### src/rtl/spiSlavePkg.sv
package spiSlavePkg;

  // Per-cycle strobes from the sequencer to the datapath.
  typedef struct packed {
    logic loadShift;  // first leading edge: load outgoing byte
    logic shiftIn;    // later leading edge: shift, insert held input bit
    logic latchIn;    // trailing edge: sample data-in
    logic complete;   // last trailing edge of a byte
    logic pickTx;     // outgoing byte comes from the transmit register
  } xferCtl_t;

endpackage

### src/rtl/spiPinSync.sv
module spiPinSync #(
  parameter int WIDTH = 3,
  parameter int STAGES = 2,
  parameter logic [WIDTH-1:0] RESET_VAL = '0
) (
  input  logic             clk,
  input  logic             rstN,
  input  logic [WIDTH-1:0] pinIn,
  output logic [WIDTH-1:0] pinOut
);

  logic [WIDTH-1:0] stage [STAGES];

  generate
    for (genvar s = 0; s < STAGES; s++) begin : gStage
      if (s == 0) begin : gFirst
        always_ff @(posedge clk or negedge rstN) begin
          if (!rstN) stage[s] <= RESET_VAL;
          else       stage[s] <= pinIn;
        end
      end else begin : gRest
        always_ff @(posedge clk or negedge rstN) begin
          if (!rstN) stage[s] <= RESET_VAL;
          else       stage[s] <= stage[s-1];
        end
      end
    end
  endgenerate

  assign pinOut = stage[STAGES-1];

endmodule

### src/rtl/spiCtrl.sv
module spiCtrl
  import spiSlavePkg::*;
#(
  parameter int DATA_W = 8,
  parameter int CNT_W = 8,
  localparam int BIT_W = $clog2(DATA_W)
) (
  input  logic             clk,
  input  logic             rstN,
  input  logic             sckS,
  input  logic             ssNS,
  input  logic             cpol,
  input  logic [CNT_W-1:0] halfCycles,
  output xferCtl_t         ctl,
  output logic             selActive,
  output logic [BIT_W-1:0] bitCnt
);

  localparam logic [BIT_W-1:0] LAST_BIT = BIT_W'(DATA_W - 1);

  logic             sckD;
  logic             leadEdge;
  logic             trailEdge;
  logic [CNT_W-1:0] gapCnt;
  logic             gapMet;

  assign selActive = !ssNS;

  always_ff @(posedge clk or negedge rstN) begin
    if (!rstN) sckD <= 1'b0;
    else       sckD <= sckS;
  end

  // Leading edge leaves the idle level, trailing edge returns to it.
  assign leadEdge  = selActive && (sckD == cpol) && (sckS != cpol);
  assign trailEdge = selActive && (sckD != cpol) && (sckS == cpol);

  always_comb begin
    ctl           = '0;
    ctl.loadShift = leadEdge && (bitCnt == '0);
    ctl.shiftIn   = leadEdge && (bitCnt != '0);
    ctl.latchIn   = trailEdge;
    ctl.complete  = trailEdge && (bitCnt == LAST_BIT);
    ctl.pickTx    = gapMet;
  end

  // Trailing edges counted; a deselect throws away a partial byte.
  always_ff @(posedge clk or negedge rstN) begin
    if (!rstN)                bitCnt <= '0;
    else if (!selActive)      bitCnt <= '0;
    else if (ctl.complete)    bitCnt <= '0;
    else if (trailEdge)       bitCnt <= bitCnt + 1'b1;
  end

  // Select-high time, saturating.
  always_ff @(posedge clk or negedge rstN) begin
    if (!rstN)                gapCnt <= '0;
    else if (selActive)       gapCnt <= '0;
    else if (gapCnt != '1)    gapCnt <= gapCnt + 1'b1;
  end

  // A finished byte arms the echo; a long enough gap disarms it.
  always_ff @(posedge clk or negedge rstN) begin
    if (!rstN)                       gapMet <= 1'b1;
    else if (ctl.complete)           gapMet <= 1'b0;
    else if (gapCnt >= halfCycles)   gapMet <= 1'b1;
  end

endmodule

### src/rtl/spiDatapath.sv
module spiDatapath
  import spiSlavePkg::*;
#(
  parameter int DATA_W = 8
) (
  input  logic              clk,
  input  logic              rstN,
  input  xferCtl_t          ctl,
  input  logic              lsbFirst,
  input  logic              mosiS,
  input  logic              txWrEn,
  input  logic [DATA_W-1:0] txWrData,
  input  logic              rxRdEn,
  output logic [DATA_W-1:0] rxData,
  output logic              doneFlag,
  output logic              misoBit
);

  logic [DATA_W-1:0] txReg;
  logic [DATA_W-1:0] shiftReg;
  logic [DATA_W-1:0] srcByte;
  logic [DATA_W-1:0] shifted;
  logic [DATA_W-1:0] finalByte;
  logic [DATA_W-1:0] nextShift;
  logic              heldBit;

  always_ff @(posedge clk or negedge rstN) begin
    if (!rstN)       txReg <= '0;
    else if (txWrEn) txReg <= txWrData;
  end

  // Receive register doubles as the echo source.
  assign srcByte   = ctl.pickTx ? txReg : rxData;
  assign shifted   = lsbFirst ? {heldBit, shiftReg[DATA_W-1:1]}
                              : {shiftReg[DATA_W-2:0], heldBit};
  assign finalByte = lsbFirst ? {mosiS, shiftReg[DATA_W-1:1]}
                              : {shiftReg[DATA_W-2:0], mosiS};

  always_comb begin
    nextShift = shiftReg;
    if (ctl.loadShift)    nextShift = srcByte;
    else if (ctl.shiftIn) nextShift = shifted;
  end

  always_ff @(posedge clk or negedge rstN) begin
    if (!rstN) begin
      shiftReg <= '0;
      misoBit  <= 1'b0;
    end else if (ctl.loadShift || ctl.shiftIn) begin
      shiftReg <= nextShift;
      misoBit  <= lsbFirst ? nextShift[0] : nextShift[DATA_W-1];
    end
  end

  always_ff @(posedge clk or negedge rstN) begin
    if (!rstN)           heldBit <= 1'b0;
    else if (ctl.latchIn) heldBit <= mosiS;
  end

  always_ff @(posedge clk or negedge rstN) begin
    if (!rstN)             rxData <= '0;
    else if (ctl.complete) rxData <= finalByte;
  end

  // Set has priority over a same-cycle read.
  always_ff @(posedge clk or negedge rstN) begin
    if (!rstN)             doneFlag <= 1'b0;
    else if (ctl.complete) doneFlag <= 1'b1;
    else if (rxRdEn)       doneFlag <= 1'b0;
  end

endmodule

### src/rtl/spiPhase1Slave.sv
module spiPhase1Slave
  import spiSlavePkg::*;
#(
  parameter int DATA_W = 8,
  parameter int CNT_W = 8
) (
  input  logic              clk,
  input  logic              rstN,
  input  logic              cpol,
  input  logic              lsbFirst,
  input  logic [CNT_W-1:0]  halfCycles,
  input  logic              txWrEn,
  input  logic [DATA_W-1:0] txWrData,
  input  logic              rxRdEn,
  output logic [DATA_W-1:0] rxData,
  output logic              doneFlag,
  input  logic              sck,
  input  logic              mosi,
  input  logic              ssN,
  output logic              miso,
  output logic              misoOe
);

  localparam int BIT_W = $clog2(DATA_W);

  logic [2:0]       pinSync;
  logic             ssNS;
  logic             sckS;
  logic             mosiS;
  xferCtl_t         ctl;
  logic             selActive;
  logic [BIT_W-1:0] bitCnt;

  spiPinSync #(.WIDTH(3), .STAGES(2), .RESET_VAL(3'b100)) uSync (
    .clk(clk), .rstN(rstN),
    .pinIn({ssN, sck, mosi}),
    .pinOut(pinSync)
  );
  assign {ssNS, sckS, mosiS} = pinSync;

  spiCtrl #(.DATA_W(DATA_W), .CNT_W(CNT_W)) uCtrl (
    .clk(clk), .rstN(rstN), .sckS(sckS), .ssNS(ssNS), .cpol(cpol),
    .halfCycles(halfCycles), .ctl(ctl), .selActive(selActive), .bitCnt(bitCnt)
  );

  spiDatapath #(.DATA_W(DATA_W)) uData (
    .clk(clk), .rstN(rstN), .ctl(ctl), .lsbFirst(lsbFirst), .mosiS(mosiS),
    .txWrEn(txWrEn), .txWrData(txWrData), .rxRdEn(rxRdEn),
    .rxData(rxData), .doneFlag(doneFlag), .misoBit(miso)
  );

  assign misoOe = selActive;

endmodule

### config.mk
export PLATFORM = sky130hd
export DESIGN_NAME = spiPhase1Slave
export DESIGN_NICKNAME = d
export VERILOG_FILES = /design/src/rtl/spiSlavePkg.sv /design/src/rtl/spiPinSync.sv /design/src/rtl/spiCtrl.sv /design/src/rtl/spiDatapath.sv /design/src/rtl/spiPhase1Slave.sv
export SDC_FILE = /design/constraint.sdc
export NUM_CORES = 1
export LEC_CHECK = 0
export CAP_MARGIN = 20
export CORE_AREA = 2 2 80 82
export DETAILED_ROUTE_END_ITERATION = 8
export DIE_AREA = 0 0 82 84
export PLACE_DENSITY_LB_ADDON = 0.05
export SLEW_MARGIN = 20
export SYNTH_ARGS = -nofsm -noshare
export SYNTH_HDL_FRONTEND = slang
export SYNTH_SLANG_ARGS = --single-unit
### constraint.sdc
create_clock -name clk -period 4.9 [get_ports clk]
set_input_delay 0.735 -clock clk [delete_from_list [all_inputs] [get_ports clk]]
set_output_delay 0.735 -clock clk [all_outputs]
set_load 0.005 [all_outputs]
==> results of run 1 <==
[cell families (layout without fill, tap and decap cells)]
logic type	after synthesis	in the layout	synth area share, %
buffers and inverters	23	60	4.59
adders and majority gates	12	12	6.33
xor gates and xnor gates	2	2	0.739
and+or+nand+nor	59	59	12.4
DFF	46	46	48.7
AOI/OAI and AO/OA	41	41	10.9
muxes	33	33	16.4
[synthesized netlist by cell type (all sizes together) (3+ instances only)]
cell | n | area (um^2)
a21oi | 4 | 20.0
buf | 6 | 45.0
dfrtp | 43 | 1080
dfstp | 3 | 78.8
ha | 12 | 150
inv | 15 | 56.3
mux2 | 21 | 255
mux2i | 11 | 110
nand2 | 26 | 97.6
nor2 | 13 | 48.8
nor2b | 4 | 25.0
nor3 | 3 | 15.0
o21ai | 26 | 138
[power breakdown]
group | internal [uW] | switching [uW]
registers | 407 | 20.6
logic | 58.2 | 48.0
clock network | 153 | 135
[state kept, by name, indices dropped and copies added (netlist names), 3 cells and up]
name and count:
uCtrl.gapCnt 8, uCtrl.bitCnt 3, uSync.pinOut 3, uSync.stage 3
uData.txReg 8, uData.rxData 8, uData.shiftReg 8
[critical path, cell delays in order, from the launching register on]
cell and delay, ns:
dfstp_2 0.63, inv_2 0.14, clkdlybuf4s50_1 0.47
[cell type report]
| type | count | area [um^2] | area share, % |
|---|---|---|---|
| flip-flops and latches | 46 | 1150 | 40.0 |
| clock inverters | 3 | 43.8 | 1.52 |
| repair buffers | 37 | 360 | 12.5 |
| clock buffers | 5 | 68.8 | 2.38 |
| inverters | 15 | 56.3 | 1.95 |
| multi-input cells | 147 | 1110 | 38.3 |
| well taps | 77 | 96.3 | 3.34 |
[through the flow]
stage	worst slack, ns	power, uW	utilization (%)	hold WS [ns]	area, um^2
detailed placement	2.45	544	45.5	0.336	2780
finish	2.63	822	47.4	0.353	2890
floorplan	3.15	496	-	0.331	2370
CTS	2.60	834	47.4	0.356	2890
global placement	2.46	542	45.5	0.335	2780
global route	2.56	868	47.4	0.364	2890
[layer usage]
layer  vias to the layer above  wire length [um]  GRT usage [%]
li1                        830                 -              -
met3                         4               166           3.46
met2                        30              1930           20.7
met1                       764              2310           20.5
met4                         0                37           4.09
met5                         -                 0              0
[how the worst max path moves through the flow]
stage / to / slack [ns] / depth (start not counted) / start
final: misoOe / 2.63 / 2 / uSync.pinOut[2]
after global routing: misoOe / 2.56 / 2 / uSync.pinOut[2]
after detailed placement: uData.rxData[2] / 2.45 / 4 / cpol
after CTS: misoOe / 2.60 / 2 / uSync.pinOut[2]
after floorplan: uCtrl.gapMet / 3.15 / 5 / halfCycles[5]
after global placement: uData.rxData[2] / 2.46 / 4 / cpol
==> impl_metrics.toml, run 1 <==
[clock_network]
cts_buffer_depth = 2
cts-resized-gates = 0
clock-root-buffer = "clkbuf_8"
clk_latency_ns = 0.30
tritoncts = "yes"
cts_hold_buffers = 0
cts_setup_buffers = 0
cts_buffers = 5
clock_sinks = 46
cts-htree-levels = 2
path_clk_slew_ns = 0.09

[setup_path]
ff2ff_path_depth = 6
r2r_slack_ns = 3.23
critPathKind = "flop to output pin"
r2r-start = "uCtrl.bitCnt[0]"
cp.required_ns = 4.16
worstPathArrival_ns = 1.53
worstReg2RegEnd = "uData.misoBit"
end_kind = "output pin"
crit_fanout = 9
start_kind = "flop"

[route]
vias = 1628
drt-total-wl_um = 4440
routedWlPerCell_um = 13.5
drc = 0
vias_per_cell = 4.93
postRouteAntennaNets = 0
drt_first_pass_iters = 4
drtIter0Drc = 68

[final_layout]
final_cell_mix = "43 x dfrtp_1, 34 x clkdlybuf4s50_1, 26 x nand2_1"
area_delta_synth_final_pct = 21.8
layout.cells.most_common = "dfrtp_1"
fin_cells = 330
drive_gt1_share_pct = 17.0
num_antenna_cells = 0
fin_nets = 289
fill_cells = 585

[placement]
dpl.hpwl_um = 3090
gp_congestion = 0.726
portBuffers = 35
dp_cells = 322

[min_path]
min_path_cells = 0
min_path_type = "flop to flop"
hold_start = "uSync.stage[3]"
min_to = "uSync.pinOut[0]"

[timing]
worst_slew_pin_slew_ns = 0.668
finalSetupViolations = 0
rsz0062_at_grt = "false"
tns_ns = 0
fmax_mhz = 441
hold_viol_final = 0
slew_headroom_pct = 55.4
slew_violations = 0
period_needed_ns = 2.27
fin_crit_sh_pct = 46.3
fin_skew_ns = 0.00878

[global_routing]
grt_pass1_wl_um = 7480
antenna_found_initial = 0
grt_pass1_vias = 1574
grt_remaining_overflow = 0
grt_usage_pct = 14.1
grt_max_degree = 47

[synthesis]
synth-main-ff-cell = "dfrtp_1"
synth_edf_count = 0
synth.avg_cell_area_um2 = 11.0
ys_ff_latch = 46
synth_cell_types = 39
synth_nets = 253
synthArstFlopShare_pct = 100
yosys_warnings = 0
ys_seq_area_share_pct = 48.7
synth.cell_area_um2 = 2370
synthCells = 216

[floorplanning]
ios = 36
floorplan.initialDensity_pct = 38.9
die-height_um = 84
die_area_um2 = 6890
die_x_um = 82
coreArea_um2 = 6100
num_rows = 29

[run_status]
outcome = "complete, no violations"

[power_and_ir_drop]
leakage_uw = 0.00132
peakVddDrop_mv = 0.180
p_per_area_nw_per_um2 = 284

[job]
cap_violations = 0
Note: power is estimated with default switching activity, not from simulation.
==> inputs of run 2 (changes only) <==
==> constraint.sdc (replaced) <==
create_clock -name clk -period 2.2 [get_ports clk]
set_input_delay 0.33 -clock clk [delete_from_list [all_inputs] [get_ports clk]]
set_output_delay 0.33 -clock clk [all_outputs]
set_load 0.005 [all_outputs]
==> impl_metrics.toml, run 2 (synthesis gave the netlist of run 1 again) <==
[placement]
dp_cells = 325
dpl.hpwl_um = 3160
portBuffers = 35
gp_congestion = 0.733

[global_routing]
grt_max_degree = 47
grt_pass1_wl_um = 7660
antenna_found_initial = 0
grt_usage_pct = 14.1
grt_pass1_vias = 1600
grt_remaining_overflow = 0

[clock_network]
cts-resized-gates = 0
cts_setup_buffers = 0
cts_buffer_depth = 2
path_clk_slew_ns = 0.08
clock-root-buffer = "clkbuf_8"
clock_sinks = 46
cts-htree-levels = 2
cts_hold_buffers = 0
tritoncts = "yes"
cts_buffers = 5
clk_latency_ns = 0.29

[setup_path]
end_kind = "output pin"
cp_cell_sequence = "inv_2 > clkdlybuf4s50_1"
critPathKind = "flop to output pin"
start_kind = "flop"
worstPathArrival_ns = 1.52
cp.required_ns = 1.87
crit_path_max_incr_delay_ns = 0.63
crit_slowest_cell = "dfstp_2"
crit_fanout = 9

[final_layout]
fin_cells = 333
num_antenna_cells = 0
final_cell_mix = "43 x dfrtp_1, 34 x clkdlybuf4s50_1, 26 x nand2_1"
drive_gt1_share_pct = 17.6
fin_nets = 292
area_delta_synth_final_pct = 21.8
layout.cells.most_common = "dfrtp_1"

[floorplanning]
coreArea_um2 = 6100
floorplan.initialDensity_pct = 38.9
num_rows = 29
die-height_um = 84
die_x_um = 82
ios = 36
die_area_um2 = 6890

[power_and_ir_drop]
p_per_area_nw_per_um2 = 593
leakage_uw = 0.00133
totalPowerFinal_uw = 1710
peakVddDrop_mv = 0.352

[timing]
fin_skew_ns = 0.00534
fmax_mhz = 539
slew_headroom_pct = 55.3
fin_crit_sh_pct = 84.3
tns_ns = 0
slew_violations = 0
finalSetupViolations = 0
hold_viol_final = 0
rsz0062_at_grt = "false"
period_needed_ns = 1.85
worst_slew_pin_slew_ns = 0.671

[job]
cap_violations = 0

[route]
vias = 1627
postRouteAntennaNets = 0
drt-total-wl_um = 4360
drt_first_pass_iters = 4
drc = 0
vias_per_cell = 4.89
drtIter0Drc = 68
routedWlPerCell_um = 13.1

[run_status]
outcome = "complete, no violations"

[min_path]
min_path_type = "input pin to asynchronous set/reset pin"
## run 2: cell count changes in the layout (fill, tap and decap cells not counted), sizes merged
cell    delta
bufinv     -1
inv        -1
buf        +3
clkbuf     +2
## run 2: layout make-up
cell class | count | area [um^2]
timing repair buffer | 40 | 383
clock buffer | 7 | 86.3
clock inverter | 1 | 5.00
multi-input combinational | 147 | 1110
sequential | 46 | 1150
inverter | 15 | 56.3
fill | 597 | 3210
tap | 77 | 96.3
## run 2: per-layer routing
| metal | track usage (%) | part of all wire [%] |
|---|---|---|
| met5 | 0 | 0 |
| met4 | 3.18 | 0.99 |
| met3 | 3.35 | 5.3 |
| met2 | 19.4 | 41 |
| met1 | 22.3 | 52 |
## run 2: metrics by stage
step	hold WS, ns	cell area, um^2	utilization, %	setup WS [ns]
2_1_floorplan	0.0344	2370	-	0.675
3_3_place_gp	0.336	2800	45.9	0.181
3_5_place_dp	0.336	2800	45.9	0.167
4_1_cts	0.147	2890	47.4	0.317
5_1_grt	0.187	2890	47.4	0.276
6_report	0.120	2890	47.4	0.346
## run 2: power by group
group | switching, uW | leakage [uW] | internal [uW]
Sequential | 45.4 | 0.000592 | 906
Clock | 269 | 0.0000482 | 254
Combinational | 109 | 0.000685 | 131
Total | 423 | 0.00133 | 1290
## run 2: path summary, 6_finish.rpt
kind | startpoint | to | slack [ns] | cells after the start
max reg2reg | uSync.pinOut[1] | uData.shiftReg[7] | 0.62 | 4
max in group asynchronous | rstN | uData.shiftReg[3] | 1.69 | 2
max | uSync.pinOut[2] | misoOe | 0.35 | 2
min | rstN | uCtrl.gapCnt[0] | 0.12 | 2
min reg2reg | uSync.stage[5] | uSync.pinOut[2] | 0.36 | 0
min in group clk | uSync.stage[5] | uSync.pinOut[2] | 0.36 | 0
## run 2: critical path: cells and delay by family, from the launching register on
family | cells | cell delay (ns)
flip-flops | 1 | 0.63
buffers and inverters | 2 | 0.60
